===== src/rtl/burst_pkg.sv =====
package burst_pkg;
  typedef enum logic [2:0] {
    BL_1    = 3'b000,
    BL_2    = 3'b001,
    BL_4    = 3'b010,
    BL_8    = 3'b011,
    BL_PAGE = 3'b111
  } bl_code_e;
endpackage


===== src/rtl/burst_mode_dec.sv =====
module burst_mode_dec
  import burst_pkg::*;
#(
  parameter int COL_W = 10
) (
  input  logic [2:0]       len_code,
  input  logic             ilv,
  output logic [COL_W-1:0] mask,
  output logic             full,
  output logic             bad
);
  always_comb begin
    mask = '0;
    full = 1'b0;
    bad  = 1'b0;
    case (len_code)
      BL_1:    mask = COL_W'(0);
      BL_2:    mask = COL_W'(1);
      BL_4:    mask = COL_W'(3);
      BL_8:    mask = COL_W'(7);
      BL_PAGE: begin
        mask = '1;
        full = 1'b1;
        bad  = ilv;
      end
      default: bad = 1'b1;
    endcase
  end
endmodule


===== src/rtl/burst_addr_calc.sv =====
module burst_addr_calc #(
  parameter int COL_W = 10
) (
  input  logic [COL_W-1:0] base,
  input  logic [COL_W-1:0] beat,
  input  logic [COL_W-1:0] mask,
  input  logic             ilv,
  output logic [COL_W-1:0] col
);
  logic [COL_W-1:0] off_seq;
  logic [COL_W-1:0] off_ilv;
  logic [COL_W-1:0] off;

  assign off_seq = base + beat;
  assign off_ilv = base ^ beat;
  assign off     = ilv ? off_ilv : off_seq;

  for (genvar i = 0; i < COL_W; i++) begin : g_merge
    assign col[i] = mask[i] ? off[i] : base[i];
  end
endmodule


===== src/rtl/burst_col_gen.sv =====
module burst_col_gen #(
  parameter int COL_W  = 10,
  parameter int MODE_W = 12
) (
  input  logic              clk,
  input  logic              rst,
  input  logic              start,
  input  logic [COL_W-1:0]  start_col,
  input  logic [MODE_W-1:0] mode_word,
  input  logic              terminate,
  output logic [COL_W-1:0]  col_out,
  output logic              col_valid,
  output logic              col_last,
  output logic              cfg_err
);
  logic [COL_W-1:0] dec_mask;
  logic             dec_full, dec_bad;
  logic [COL_W-1:0] base_q, beat_q, len_mask_q;
  logic             ilv_q, full_q;
  logic [COL_W-1:0] nx_base, nx_beat, nx_mask, nx_col;
  logic             nx_ilv, nx_full;
  logic             accept, advance;
  logic             unused_mode;

  assign unused_mode = ^mode_word[MODE_W-1:4];

  burst_mode_dec #(.COL_W(COL_W)) u_dec (
    .len_code (mode_word[2:0]),
    .ilv      (mode_word[3]),
    .mask     (dec_mask),
    .full     (dec_full),
    .bad      (dec_bad)
  );

  assign accept  = start & ~dec_bad;
  assign advance = col_valid & ~col_last & ~start;

  assign nx_base = start ? start_col    : base_q;
  assign nx_beat = start ? '0           : beat_q + 1'b1;
  assign nx_mask = start ? dec_mask     : len_mask_q;
  assign nx_ilv  = start ? mode_word[3] : ilv_q;
  assign nx_full = start ? dec_full     : full_q;

  burst_addr_calc #(.COL_W(COL_W)) u_calc (
    .base (nx_base),
    .beat (nx_beat),
    .mask (nx_mask),
    .ilv  (nx_ilv),
    .col  (nx_col)
  );

  always_ff @(posedge clk) begin
    if (rst) begin
      base_q     <= '0;
      beat_q     <= '0;
      len_mask_q <= '0;
      ilv_q      <= 1'b0;
      full_q     <= 1'b0;
      col_out    <= '0;
      col_valid  <= 1'b0;
      col_last   <= 1'b0;
      cfg_err    <= 1'b0;
    end else begin
      cfg_err <= start & dec_bad;
      if (accept | advance) begin
        base_q     <= nx_base;
        beat_q     <= nx_beat;
        len_mask_q <= nx_mask;
        ilv_q      <= nx_ilv;
        full_q     <= nx_full;
        col_out    <= nx_col;
        col_valid  <= 1'b1;
        col_last   <= nx_full ? terminate : (nx_beat == nx_mask);
      end else begin
        col_valid  <= 1'b0;
        col_last   <= 1'b0;
      end
    end
  end
endmodule


===== config.mk =====
export PLATFORM = sky130hd
export DESIGN_NAME = burst_col_gen
export DESIGN_NICKNAME = d
export VERILOG_FILES = /design/src/rtl/burst_pkg.sv /design/src/rtl/burst_mode_dec.sv /design/src/rtl/burst_addr_calc.sv /design/src/rtl/burst_col_gen.sv
export SDC_FILE = /design/constraint.sdc
export NUM_CORES = 1
export LEC_CHECK = 0
export ABC_CLOCK_PERIOD_IN_PS = 3900
export BUFFER_PORTS_ARGS = -buffer_cell sky130_fd_sc_hd__buf_2
export CAP_MARGIN = 5
export CORE_UTILIZATION = 57
export CTS_BUF_LIST = sky130_fd_sc_hd__clkbuf_16
export CTS_CLUSTER_SIZE = 8
export DETAILED_ROUTE_END_ITERATION = 16
export PLACE_DENSITY = 0.79
export SLEW_MARGIN = 0
export SYNTH_ARGS = -nofsm -noshare
export SYNTH_HDL_FRONTEND = slang
export SYNTH_SLANG_ARGS = --single-unit

===== constraint.sdc =====
create_clock -name clk -period 3.9 [get_ports clk]
set_clock_uncertainty 0.15 [all_clocks]
set_input_delay 0.39 -clock clk [delete_from_list [all_inputs] [get_ports clk]]
set_output_delay 0.39 -clock clk [all_outputs]
set_load 0.02 [all_outputs]

==> impl_metrics.json <==
{
  "cts-hold-fix-buffers": 0,
  "ff_latch_area_sq_um": 900.9,
  "die-height_um": 71.67,
  "yosys_warnings": 0,
  "r2r-end": "col_out[9]",
  "fill_cells": 376,
  "synth_seq_area_share_pct": 32.56,
  "area_growth_pct": 9.860,
  "p_leak_nw": 1.327,
  "finalSetupViolations": 0,
  "hp-class": "in2reg",
  "antenna_found_initial": 0,
  "timing.final.ws_setup_ns": 0.7002,
  "grt_pass1_vias": 2251,
  "core_sq_mm": 0.004504,
  "num_antenna_cells": 0,
  "power_mw": 1.096,
  "clock_latency_ns": 0.28,
  "row_count": 24,
  "endpoint": "col_out[9]",
  "ir_drop_v": 0.0002450,
  "fin_crit_sh_pct": 82.05,
  "grt_pass1_wl_um": 10770,
  "cp-end-kind": "flip-flop",
  "fmax_ghz": 0.3125,
  "worst_ep_arrival_time_ns": 3.28,
  "final_net_count": 402,
  "avgViaCountPerCell": 5.998,
  "wire_per_inst_um": 15.15,
  "ctsResizeCount": 0,
  "max_cap_viol_count": 0,
  "grt_start_max_net_pins": 47,
  "worstPathMaxFanout": 7,
  "hold_viol": 0,
  "r2r_cells": 12,
  "clockBufferDepth": 2,
  "p_sw_mw": 0.3036,
  "post-place-ws_ns": 0.6465,
  "synth-edff-count": 0,
  "netlist_area_sq_mm": 0.002766,
  "power_frac_seq_pct": 45.5,
  "io_pins": 39,
  "swShare_pct": 27.69,
  "fin_tns_setup_ns": 0,
  "path_class": "reg2reg",
  "yosys_most_used_dff": "dfxtp_1",
  "crit_start": "beat_q[0]",
  "cellPowerDensity_mw_per_mm2": 360.8,
  "dp_hpwl_um": 4575,
  "overflow": 0,
  "htreeDepth": 2,
  "rr_startpoint": "beat_q[0]",
  "p_comb_share_pct": 18.4,
  "cts-root-buf": "clkbuf_16",
  "die_area_sq_mm": 0.005136,
  "stdcell_area_sq_mm": 0.003039,
  "multi_input_area_sq_mm": 0.001727,
  "syn_area_per_cell_sq_um": 8.042,
  "cts_buffers": 5,
  "fin_crit_ns": 3.200,
  "synth_nets": 381,
  "gp_congestion": 0.9032,
  "pwr-share-clk_pct": 36.1,
  "required_ns": 3.98,
  "synth.distinct_cells": 58,
  "port_buffers": 30,
  "grt_util_all_layers_pct": 26.98,
  "cts_setup_buffers": 0,
  "drc": 0,
  "drive_above_1_share_pct": 15.62,
  "status": "completed",
  "cts_num_sinks": 45,
  "syn_inst": 344,
  "chipWidth_um": 71.67,
  "start_kind": "flip-flop",
  "async_flop_share_pct": 0,
  "rrSetupSlack_ns": 0.70,
  "wl_um": 6319,
  "slew-limit-headroom_pct": 30.83,
  "intPower_mw": 0.7928,
  "tightest_slew_ns": 1.038,
  "rsz0062_at_grt": "no",
  "first_pass_iters": 4,
  "cts.clk_slew.worst_paths_ns": 0.06,
  "ys_ff_latch": 45,
  "dr.first_iter.drc_count": 144,
  "maxSlewViolCount": 0,
  "num_vias": 2501,
  "place_area_sq_mm": 0.002907,
  "start_util_pct": 61.42,
  "antenna_left": 0,
  "cts_tree": "yes"
}
worst max-delay path: stages, from the launching register on:
cell     delay [ns]
dfxtp_1        0.45
ha_1           0.23
and3_2         0.24
nand3_1        0.10
xor2_1         0.24
nor2_1         0.11
ha_1           0.41
nand4_1        0.10
a21oi_1        0.22
o21ai_0        0.19
a211o_1        0.33
a211o_1        0.31
nand3_2        0.07
cells by family (layout without fill, tap and decap cells):
| logic type | after synthesis | count (layout) | synth area share [%] |
|---|---|---|---|
| AO/OA/AOI/OAI | 85 | 85 | 20.13 |
| XOR/XNOR | 17 | 17 | 5.382 |
| adder cells (fa/ha/maj) | 11 | 11 | 5.247 |
| buffers and inverters | 29 | 50 | 5.156 |
| flip-flops | 45 | 45 | 32.56 |
| multiplexers | 22 | 22 | 8.503 |
| AND/OR/NAND/NOR | 135 | 135 | 23.02 |
layer usage:
metal	wire length, um	GRT usage [%]
met1	2905	34.89
met2	3000	45.28
met3	287	4.641
met4	125	9.804
met5	0	0
cell usage in the layout (no fill, tap or decap), types with 8 or more instances in the layout:
cell       n
nand3_1    9
buf_2     30
a21oi_1   31
dfxtp_1   45
a211oi_1  10
mux2_2     8
xnor2_1    8
nor2_1    39
o21ai_0   10
mux2i_1   13
inv_1      9
xor2_1     9
nor3_1    11
nand2_1   46
ha_1      10
power by group through the flow:
stage / combinational, mW / clock (mW) / sequential [mW]
2_1_floorplan: 0.141 / 0 / 0.518
3_3_place_gp: 0.196 / 0 / 0.508
3_5_place_dp: 0.200 / 0 / 0.509
4_1_cts: 0.201 / 0.404 / 0.499
5_1_grt: 0.225 / 0.417 / 0.502
6_report: 0.202 / 0.395 / 0.499
metrics by stage:
| stage | util (%) | std cells | hold slack, ns |
|---|---|---|---|
| 4_1_cts | 67.47 | 417 | 0.1785 |
| 3_5_place_dp | 64.53 | 410 | 0.2941 |
| 5_1_grt | 67.47 | 417 | 0.1796 |
| 6_report | 67.47 | 417 | 0.1839 |
| 2_1_floorplan | - | 344 | 0.2949 |
| 3_3_place_gp | 64.53 | 410 | 0.2857 |
cell type report:
cell class	instances	share of cell area (%)
Sequential cell	45	29.64
Multi-Input combinational cell	270	56.81
Clock inverter	2	0.2470
Timing Repair Buffer	34	5.928
Clock buffer	5	4.117
Inverter	9	1.112
Tap cell	52	2.141
synth_stat cells (2+ instances only):
library cell	instances	area share, %
a311oi_1	2	0.63
or3_1	4	0.90
xnor2_1	8	2.5
a21boi_0	3	0.81
a211o_1	3	0.95
a21o_1	6	1.6
nand4_1	3	0.68
buf_2	10	1.8
o211ai_1	4	1.1
dfxtp_1	45	33
o21a_1	2	0.54
nand2_1	46	6.2
mux2_2	8	3.3
nor3_1	11	2.0
inv_1	8	1.1
a2111oi_0	2	0.63
a211oi_1	10	2.7
and3_1	4	0.90
nand3_1	9	1.6
xor2_1	9	2.8
o21ai_0	11	2.0
a21oi_1	31	5.6
mux2i_1	13	4.7
ha_1	10	4.5
nor2b_1	5	1.1
nor2_1	39	5.3
clkbuf_1	7	0.95
flip-flops by register name (all words and copies together), names as in the netlist, 10 cells and up:
name / flops
col_out: 10
beat_q: 10
base_q: 10
len_mask_q: 10
how the worst min path moves through the flow:
stage / start / endpoint / slack [ns] / depth (start not counted)
floorplan: len_mask_q[6] / len_mask_q[6] / 0.29 / 2
global placement: col_out[2] / col_out[2] / 0.29 / 2
detailed placement: col_out[2] / col_out[2] / 0.29 / 2
CTS: terminate / col_last / 0.18 / 3
global route: terminate / col_last / 0.18 / 3
finish: terminate / col_last / 0.18 / 3
(Power assumes the default switching activity.)
